<file path="config.mk">
export PLATFORM = sky130hd
export DESIGN_NAME = mon_seq_top
export DESIGN_NICKNAME = d
export VERILOG_FILES = /design/src/rtl/mon_seq_pkg.sv /design/src/rtl/mon_clk_div.sv /design/src/rtl/mon_conv_seq.sv /design/src/rtl/mon_reg_port.sv /design/src/rtl/mon_seq_top.sv
export SDC_FILE = /design/constraint.sdc
export NUM_CORES = 1
export LEC_CHECK = 0
export ABC_AREA = 1
export BUFFER_PORTS_ARGS = -buffer_cell sky130_fd_sc_hd__buf_2
export CAP_MARGIN = 30
export CELL_PAD_IN_SITES_DETAIL_PLACEMENT = 0
export CELL_PAD_IN_SITES_GLOBAL_PLACEMENT = 1
export CORE_UTILIZATION = 37
export CTS_CLUSTER_DIAMETER = 40
export DETAILED_ROUTE_END_ITERATION = 8
export PLACE_DENSITY = 0.82
export SYNTH_ARGS = -nofsm -noshare
export SYNTH_HDL_FRONTEND = slang
export SYNTH_HIERARCHICAL = 1
export SYNTH_SLANG_ARGS = --single-unit
</file>
<file path="constraint.sdc">
create_clock -name clk -period 3.06 [get_ports clk]
set_input_delay 0.153 -clock clk [delete_from_list [all_inputs] [get_ports clk]]
set_output_delay 0.153 -clock clk [all_outputs]
set_load 0.1 [all_outputs]
</file>
<file path="src/rtl/mon_seq_pkg.sv">
// Package: shared address map constants and region decode for the
// monitor channel readout sequencer. Assumes an 8-bit register address.
package mon_seq_pkg;

    localparam int ADDR_W = 8;

    localparam logic [ADDR_W-1:0] RATIO_ADDR  = 8'h40;
    localparam logic [ADDR_W-1:0] ENABLE_ADDR = 8'h41;

    typedef enum logic [1:0] {
        REGION_STATUS = 2'd0,
        REGION_CTRL   = 2'd1,
        REGION_NONE   = 2'd2
    } reg_region_e;

    // Map an address to its region: 00-3F status, 40-7F control, rest none.
    function automatic reg_region_e region_of(input logic [ADDR_W-1:0] addr);
        if (addr[7:6] == 2'b00)
            return REGION_STATUS;
        else if (addr[7:6] == 2'b01)
            return REGION_CTRL;
        else
            return REGION_NONE;
    endfunction

endpackage

</file>
<file path="src/rtl/mon_clk_div.sv">
// Module: conversion tick generator. Produces a one-cycle tick every
// RATIO register-clock cycles (RATIO of 0 acts as 1). Held at phase zero
// while clear is high so that every conversion starts on a fresh period.
// Assumes ratio may change at any time; a shrunk ratio ticks at once.
module mon_clk_div #(
    parameter int DIV_W = 8
) (
    input  logic             clk,
    input  logic             rst_n,
    input  logic             clear,
    input  logic [DIV_W-1:0] ratio,
    output logic             tick
);

    logic [DIV_W-1:0] phase_q;
    logic [DIV_W-1:0] last_phase;

    // Purpose: highest phase value of one period.
    always_comb begin
        last_phase = (ratio == '0) ? '0 : ratio - 1'b1;
    end

    assign tick = !clear && (phase_q >= last_phase);

    // Purpose: advance the phase counter, wrapping on each tick.
    always_ff @(posedge clk) begin
        if (!rst_n || clear || tick)
            phase_q <= '0;
        else
            phase_q <= phase_q + 1'b1;
    end

endmodule

</file>
<file path="src/rtl/mon_conv_seq.sv">
// Module: channel sequencer. Walks the enabled channels in ascending
// number order with wrap, spends CONV_TICKS ticks on each, and reports
// the result write plus registered end-of-conversion/sequence pulses.
// Assumes tick is a single-cycle strobe and the enable mask is stable
// enough to be sampled at the end of a conversion.
module mon_conv_seq #(
    parameter int NUM_CH     = 6,
    parameter int CONV_TICKS = 26,
    parameter int CH_W       = $clog2(NUM_CH)
) (
    input  logic              clk,
    input  logic              rst_n,
    input  logic              tick,
    input  logic [NUM_CH-1:0] en_mask,
    output logic              active,
    output logic [CH_W-1:0]   chan,
    output logic              res_we,
    output logic              eoc,
    output logic              eos
);

    localparam int CC_W = $clog2(CONV_TICKS);
    localparam logic [CC_W-1:0] CC_LAST = CC_W'(CONV_TICKS - 1);

    logic [CC_W-1:0] cc_q;
    logic [CH_W-1:0] chan_q;
    logic            active_q;
    logic            eoc_q;
    logic            eos_q;
    logic            above_found;
    logic [CH_W-1:0] above_ch;
    logic            any_found;
    logic [CH_W-1:0] lowest_ch;
    logic            done;

    // Purpose: find the lowest enabled channel and the next one above the current.
    always_comb begin
        above_found = 1'b0;
        above_ch    = '0;
        any_found   = 1'b0;
        lowest_ch   = '0;
        for (int i = 0; i < NUM_CH; i++) begin
            if (en_mask[i] && !any_found) begin
                any_found = 1'b1;
                lowest_ch = CH_W'(i);
            end
            if (en_mask[i] && (i > int'(chan_q)) && !above_found) begin
                above_found = 1'b1;
                above_ch    = CH_W'(i);
            end
        end
    end

    assign done = active_q && tick && (cc_q == CC_LAST);

    // Purpose: conversion counter, channel pointer and idle/active state.
    always_ff @(posedge clk) begin
        if (!rst_n) begin
            active_q <= 1'b1;
            chan_q   <= '0;
            cc_q     <= '0;
        end else if (active_q) begin
            if (tick) begin
                if (cc_q == CC_LAST) begin
                    cc_q <= '0;
                    if (!any_found)
                        active_q <= 1'b0;
                    else
                        chan_q <= above_found ? above_ch : lowest_ch;
                end else begin
                    cc_q <= cc_q + 1'b1;
                end
            end
        end else if (any_found) begin
            active_q <= 1'b1;
            chan_q   <= lowest_ch;
            cc_q     <= '0;
        end
    end

    // Purpose: register the end-of-conversion and end-of-sequence pulses.
    always_ff @(posedge clk) begin
        if (!rst_n) begin
            eoc_q <= 1'b0;
            eos_q <= 1'b0;
        end else begin
            eoc_q <= done;
            eos_q <= done && !above_found;
        end
    end

    assign active = active_q;
    assign chan   = chan_q;
    assign res_we = done;
    assign eoc    = eoc_q;
    assign eos    = eos_q;

endmodule

</file>
<file path="src/rtl/mon_reg_port.sv">
// Module: register port. Holds the read-only result words, the ratio and
// enable-set control words, and answers one access per enable with a
// ready one cycle later. Assumes the master waits for ready before the
// next enable; an enable during ready is dropped.
module mon_reg_port
    import mon_seq_pkg::*;
#(
    parameter int NUM_CH   = 6,
    parameter int RES_W    = 10,
    parameter int DATA_W   = 16,
    parameter int DIV_W    = 8,
    parameter int DIV_RST  = 10,
    parameter int CH_W     = $clog2(NUM_CH)
) (
    input  logic              clk,
    input  logic              rst_n,
    input  logic              reg_en,
    input  logic              reg_we,
    input  logic [ADDR_W-1:0] reg_addr,
    input  logic [DATA_W-1:0] reg_wdata,
    output logic [DATA_W-1:0] reg_rdata,
    output logic              reg_rdy,
    input  logic              res_we,
    input  logic [CH_W-1:0]   res_ch,
    input  logic [RES_W-1:0]  res_val,
    output logic [DIV_W-1:0]  ratio,
    output logic [NUM_CH-1:0] en_mask
);

    localparam int PAD_W = DATA_W - RES_W;

    logic [RES_W-1:0]  result_q [NUM_CH];
    logic [DIV_W-1:0]  ratio_q;
    logic [NUM_CH-1:0] mask_q;
    logic              rdy_q;
    logic [DATA_W-1:0] rdata_q;
    logic [DATA_W-1:0] rd_val;
    logic              accept;
    reg_region_e       region;
    logic              unused_wdata;

    assign unused_wdata = ^reg_wdata[DATA_W-1:DIV_W];
    assign accept = reg_en && !rdy_q;
    assign region = region_of(reg_addr);

    // Purpose: one result word per channel, written at end of conversion.
    for (genvar k = 0; k < NUM_CH; k++) begin : g_result
        always_ff @(posedge clk) begin
            if (!rst_n)
                result_q[k] <= '0;
            else if (res_we && (res_ch == CH_W'(k)))
                result_q[k] <= res_val;
        end
    end

    // Purpose: select the read value for the addressed word.
    always_comb begin
        rd_val = '0;
        case (region)
            REGION_STATUS: begin
                if (reg_addr < ADDR_W'(NUM_CH))
                    rd_val = {result_q[reg_addr[CH_W-1:0]], {PAD_W{1'b0}}};
            end
            REGION_CTRL: begin
                if (reg_addr == RATIO_ADDR)
                    rd_val = DATA_W'(ratio_q);
                else if (reg_addr == ENABLE_ADDR)
                    rd_val = DATA_W'(mask_q);
            end
            default: rd_val = '0;
        endcase
    end

    // Purpose: control word writes; status and unmapped writes are dropped.
    always_ff @(posedge clk) begin
        if (!rst_n) begin
            ratio_q <= DIV_W'(DIV_RST);
            mask_q  <= '1;
        end else if (accept && reg_we) begin
            if (reg_addr == RATIO_ADDR)
                ratio_q <= reg_wdata[DIV_W-1:0];
            else if (reg_addr == ENABLE_ADDR)
                mask_q <= reg_wdata[NUM_CH-1:0];
        end
    end

    // Purpose: ready strobe and read data, zero outside the ready cycle.
    always_ff @(posedge clk) begin
        if (!rst_n) begin
            rdy_q   <= 1'b0;
            rdata_q <= '0;
        end else begin
            rdy_q   <= accept;
            rdata_q <= (accept && !reg_we) ? rd_val : '0;
        end
    end

    assign reg_rdy   = rdy_q;
    assign reg_rdata = rdata_q;
    assign ratio     = ratio_q;
    assign en_mask   = mask_q;

endmodule

</file>
<file path="src/rtl/mon_seq_top.sv">
// Module: top of the monitor channel readout sequencer. Connects the tick
// generator, the channel sequencer and the register port, and selects the
// sample of the current channel for storage. Assumes sample_in is stable
// around the end of each conversion.
module mon_seq_top
    import mon_seq_pkg::*;
#(
    parameter int NUM_CH     = 6,
    parameter int RES_W      = 10,
    parameter int DATA_W     = 16,
    parameter int DIV_W      = 8,
    parameter int DIV_RST    = 10,
    parameter int CONV_TICKS = 26,
    parameter int CH_W       = $clog2(NUM_CH)
) (
    input  logic                    clk,
    input  logic                    rst_n,
    input  logic [NUM_CH*RES_W-1:0] sample_in,
    input  logic                    reg_en,
    input  logic                    reg_we,
    input  logic [ADDR_W-1:0]       reg_addr,
    input  logic [DATA_W-1:0]       reg_wdata,
    output logic [DATA_W-1:0]       reg_rdata,
    output logic                    reg_rdy,
    output logic                    busy,
    output logic                    eoc,
    output logic                    eos,
    output logic [CH_W-1:0]         chan_id
);

    logic              tick;
    logic              active;
    logic [CH_W-1:0]   chan;
    logic              res_we;
    logic [RES_W-1:0]  res_val;
    logic [DIV_W-1:0]  ratio;
    logic [NUM_CH-1:0] en_mask;

    mon_clk_div #(
        .DIV_W (DIV_W)
    ) u_div (
        .clk   (clk),
        .rst_n (rst_n),
        .clear (!active),
        .ratio (ratio),
        .tick  (tick)
    );

    mon_conv_seq #(
        .NUM_CH     (NUM_CH),
        .CONV_TICKS (CONV_TICKS),
        .CH_W       (CH_W)
    ) u_seq (
        .clk     (clk),
        .rst_n   (rst_n),
        .tick    (tick),
        .en_mask (en_mask),
        .active  (active),
        .chan    (chan),
        .res_we  (res_we),
        .eoc     (eoc),
        .eos     (eos)
    );

    // Purpose: pick the current channel's sample from the flat bus.
    always_comb begin
        res_val = sample_in[int'(chan)*RES_W +: RES_W];
    end

    mon_reg_port #(
        .NUM_CH  (NUM_CH),
        .RES_W   (RES_W),
        .DATA_W  (DATA_W),
        .DIV_W   (DIV_W),
        .DIV_RST (DIV_RST),
        .CH_W    (CH_W)
    ) u_regs (
        .clk       (clk),
        .rst_n     (rst_n),
        .reg_en    (reg_en),
        .reg_we    (reg_we),
        .reg_addr  (reg_addr),
        .reg_wdata (reg_wdata),
        .reg_rdata (reg_rdata),
        .reg_rdy   (reg_rdy),
        .res_we    (res_we),
        .res_ch    (chan),
        .res_val   (res_val),
        .ratio     (ratio),
        .en_mask   (en_mask)
    );

    assign busy    = active && rst_n;
    assign chan_id = chan;

endmodule

</file>
# Word level (Yosys, flattened, before mapping)
# Memory sizes are Yosys's and may differ from the RTL's.
# Index checks and enable logic that the tools add are counted.
# W data, S select, Z words.
[totals] ramBits=60 elab_cells=163 ff_bits=50 latchBits=0 rom_bits=0 mem_count=1 out_inout_bits=23
[mem_list] name="u_regs.result_q" depth=6 width=10 read_ports=1 rd_ports_with_merged_regs=0 write_ports=6 line_no="mon_reg_port.sv:32" source="logic [RES_W-1:0] result_q [NUM_CH];"
[op_classes] addsub=3 bitwise=7 reduce_logical=54 n_shift=1 multipliers=1 n_mux=67 magnitude_cmp=7 n_eq_ne=12 div_mod_pow=0
[ops] op="$mux W10" n=6
[ops] op="$shiftx A60 B8 Y10" n=1
[ops] op="$mux W1" n=36
[ops] op="$mux W16" n=2
[ops] op="$pmux W16 S2" n=1
[ops] op="$mux W3" n=10
[ops] op="$logic_and A1 B1 Y1" n=28
[ops] op="$mux W5" n=4
[ops] op="$eq A8 B7 Y1 const B" n=2
[ops] op="$logic_not A1 Y1" n=14
[ops] op="$mux W2" n=6
[ops] op="$add A8 B1 Y8 const B" n=1
[ops] op="$ge A8 B8 Y1" n=1
[ops] op="$logic_not A8 Y1" n=1
[ops] op="$lt A8 B3 Y1 const B" n=1
[ops] op="$mux W8" n=1
[ops] op="$sub A8 B1 Y8 const B" n=1
[ops] op="$eq A3 B2 Y1 const B" n=2
[ops] op="$eq A3 B3 Y1 const B" n=2
[ops] op="$gt A2 B3 Y1 const A" n=2
[ops] op="$gt A3 B3 Y1 const A" n=2
[ops] op="$mul A3 B3 Y6 const B" n=1
[ops] op="$mux W6" n=1
[ops] op="$or A1 B1 Y1" n=6
[ops] op="other kinds (13)" n=20

# Logic depth before layout (Yosys ltp)
[depth] ltp_word=21 ltp_mapped=22 mapped_depth_nobuf=22

# Cells and area by module
# The synthesis kept the hierarchy.
[by_module_without_submodules] module="mon_reg_port" cells_per_inst=432 seq_area_each_um2=2422.3 area_each_um2=4097.7 instances=1
[by_module_without_submodules] module="mon_conv_seq" cells_per_inst=112 seq_area_each_um2=220.2 area_each_um2=757.0 instances=1
[by_module_without_submodules] module="mon_clk_div" cells_per_inst=108 seq_area_each_um2=160.2 area_each_um2=748.2 instances=1
[by_module_without_submodules] module="mon_seq_top" cells_per_inst=165 seq_area_each_um2=0.0 area_each_um2=718.2 instances=1

# Worst setup path before layout
# Ideal clock, no wire load.
[synth_timing] kind="register to register" from="register u_regs.ratio_q[0] (netlist: u_regs/ratio[0])" to="memory u_regs.result_q[3][0] (enable)" path_slack_ns=-0.116 stages_incl_launch_ff=21 required_ns=2.720 path_buffers=0 period_less_slack_ns=3.176 arrival_time_ns=2.837 path_cell_list="dfxtp_1 > inv_1 > ha_1 > inv_1 > nor2_4 > inv_1 > nor3_1 > a21oi_1 > ha_1 > nand2_1 > nor2_1 > nand2_2 > a21oi_1 > nand2_1 > inv_1 > nand2_2 > inv_1 > inv_2 > nor2_8 > nand3_1 > nand2_1"
[synth_rtl] item="from (decl)" line_no="mon_reg_port.sv:33" source="logic [DIV_W-1:0] ratio_q;"
[synth_rtl] item="from (signal assigned)" line_no="mon_reg_port.sv:77" source="ratio_q <= DIV_W'(DIV_RST);"
[synth_rtl] item="from (signal assigned)" line_no="mon_reg_port.sv:81" source="ratio_q <= reg_wdata[DIV_W-1:0];"
[synth_rtl] item="to (decl)" line_no="mon_reg_port.sv:32"

==> impl_metrics.yaml <==
outcome:
  status: "complete, no violations"
layout:
  fillers: 1691
  final_common_cell: "nand2_1"
  layout_common_cells: "nand2_1, inv_1, buf_2"
  final_cells: 1157
  design_area_um2: 7780
  post-route-util_pct: 46.7
  area_growth_pct: 23.1
  seq_area_um2: 2810
  fin_nets: 1032
  diodes: 0
  drive_gt1_share_pct: 28.1
  multiInputGateArea_um2: 3150
worst_setup_path:
  path_class: "flip-flop to flip-flop"
  critical_path.max_stage_delay_ns: 0.33
  worst_path_dominant_cell_family: "simple AND/OR/NAND/NOR gates"
  crit_chain: "inv_2 -> ha_4 -> inv_2 -> nor2_4 -> inv_2 -> o21bai_1 -> nand3_1 -> ha_1 -> nand2_1 -> nor2_2 -> nand2_2 -> a21oi_4 -> nand2_2 -> inv_2 -> nand2_2 -> inv_2 -> inv_4 -> nor2_8 -> nand2_4 -> nand2_4 -> clkbuf_16"
  arrival_ns: 2.97
  path_buf_inv: 7
  cp.required_ns: 3.14
  cpMostUsedCell: "inv_2"
  critPathSlowestCell: "dfxtp_2"
  worstSetupEndpointType: "flip-flop"
  worstPathMaxFanout: 6
  r2r_cells: 21
  cp-start-kind: "flip-flop"
  crit_cells: 21
power:
  switchingPower_uw: 747
  power_leakage_nw: 3.58
  clock_power_share_pct: 40.2
  peakVddDrop_v: 0.000285
  p_int_mw: 2.42
  switching_share_pct: 23.6
  powerDensity_nw_per_um2: 408
  power_mw: 3.17
  power_frac_seq_pct: 50.7
  pwr-share-comb_pct: 9.0
drt:
  drc_errors: 0
  ant_nets: 0
  post_drt_wl_per_cell_um: 12.8
  firstDrtPassIters: 4
  drt_iter0_markers: 301
  drt-total-wl_um: 14800
  routed-via-count: 5380
  via_per_inst: 4.65
sta:
  drv_slew: 0
  clock.fmax_ghz: 0.346
  hold_violations: 0
  min_period_ns: 2.89
  post-route-period-util_pct: 94.4
  fin_setup_tns_ns: 0
  maxSlewHeadroom_pct: 32.6
  fin_ws_ns: 0.170
  worst_clock_skew_ns: 0.00789
  worst_slew_pin_slew_ns: 1.01
  setup_viol: 0
  hold_slack_ns: 0.0638
global_routing:
  grt_usage_pct: 16.6
  grt_overflow: 0
  grt_pass1_wl_um: 23300
  grt_max_degree: 42
  grt_antenna_before_repair: 0
  grt_pass1_vias: 4793
logic_synthesis:
  syn-instance-count: 817
  synth_top_family_by_area: "simple AND/OR/NAND/NOR gates"
  synthAdderAreaFrac_pct: 2.38
  yosysWarnings: 6
  synth_area_um2: 6320
  syn_area_per_cell_um2: 7.74
  synth-simple-area-share_pct: 35.8
  synthXorXnorAreaFrac_pct: 0.831
  synth_area_leaders: "edfxtp_1, dfxtp_1, nand2_1, nand3_1, inv_1"
  async_flop_share_pct: 0
  syn_nets: 917
  synthFlopType: "edfxtp_1"
  synth_compound_area_share_pct: 7.05
  seq_area_frac_synth_pct: 44.3
  netlist.area_leader.share_pct: 28.5
  ys_types: 42
  synth_edf_count: 60
  synth_largest_area_cell: "edfxtp_1"
  synthMuxAreaShare_pct: 0
  ys_ff_latch: 110
worst_hold_path:
  hold_path_class: "input pin to flip-flop"
  whs_path_depth: 3
place:
  numPortBuffers: 102
  routabilityCongestion: 0.792
  place.detailed.hpwl_um: 10500
  placed_cells: 1131
  pre_cts_ws_ns: 0.0604
  placed_area_um2: 7160
floorplanning:
  fp.coreArea_um2: 16600
  die-area_um2: 17600
  fp-row-count: 47
  die_w_um: 133
  die_h_um: 133
  start_util_pct: 38.0
  num_io_pins: 111
clock_tree:
  cts_made_buffers: 9
  h-tree-depth: 3
  tritoncts: "yes"
  cts_root_buf: "clkbuf_16"
  cts.sinks: 110
  cts_max_path_buffers: 2
  clk_pin_slew_ns: 0.07
  cts_hold_buf: 0
  clock_latency_ns: 0.36
run:
  max_cap_violations: 0
[power by group through the flow]
stage	registers (mW)	clock network (mW)	logic (mW)
2_1_floorplan	1.65	0	0.159
3_3_place_gp	1.64	0	0.270
3_5_place_dp	1.64	0	0.274
4_1_cts	1.61	1.30	0.275
5_1_grt	1.61	1.36	0.320
6_report	1.61	1.28	0.286
[logic make-up (layout without fill, tap and decap cells)]
kind of cell / count (synthesis) / in the layout
DFF: 110 / 110
AOI/OAI and AO/OA: 74 / 74
buffers and inverters: 148 / 263
adders and majority gates: 12 / 12
and+or+nand+nor: 467 / 472
xor gates and xnor gates: 6 / 6
[what timing repair did]
item	4_1_cts	5_1_grt
endpoints found under the setup margin	0	120
resized for setup	0	53
setup buffers	0	4
[final timing paths]
check                     endpoint             from  slack (ns)
max reg2reg  u_regs/result_q[1][4]  u_regs/ratio[0]        0.17
max          u_regs/result_q[1][4]  u_regs/ratio[0]        0.17
min                u_regs/ratio[3]     reg_wdata[3]        0.06
min reg2reg          u_seq/cc_q[4]    u_seq/cc_q[4]        0.47
[synth_stat cells, types with 3 or more instances]
master / number
a21oi_2: 10
nand2_4: 4
nor2_2: 10
buf_2: 19
inv_1: 108
nand2_1: 199
xnor2_1: 4
nand3_1: 84
inv_2: 12
nand3_4: 4
edfxtp_1: 60
nand3_2: 5
nor2_4: 9
or2_1: 10
nand4_1: 7
nand4_4: 3
nand2_2: 17
o21ai_0: 16
dfxtp_1: 50
nor2_1: 104
ha_1: 12
a21oi_1: 32
nor3_1: 5
o211ai_1: 11
[worst register-to-register path, delay by kind of cell (launching register included)]
kind	cells	cell delay, ns
simple gates	10	1.04
compound gates	2	0.32
fa+ha+maj	2	0.42
flops	1	0.33
buf+inv	7	0.53
[layer usage]
layer / GRT usage (%) / share of wire (%) / vias to the layer above
met2: 24.8 / 44 / 141
met4: 6.90 / 1.8 / 0
met3: 2.30 / 4.4 / 19
li1: - / - / 2848
met5: 0 / 0 / -
met1: 23.9 / 50 / 2372
[state kept, by name, indices dropped and copies added (netlist names)]
signal,count
u_regs/reg_rdata,16
u_regs/ratio,8
u_regs/result_q,60
u_regs/reg_rdy,1
u_regs/en_mask,6
u_seq/cc_q,5
u_seq/chan,3
u_seq/active,1
u_div/phase_q,8
u_seq/eoc,1
u_seq/eos,1
[cell type report]
type,instances,area share (%)
clock buffer,9,2.89
clock inverter,7,1.24
multi-input combinational,564,40.5
inverter,122,5.95
sequential,110,36.1
tap,220,3.54
timing repair buffer,125,9.79
Note: power is estimated with default switching activity, not from simulation.
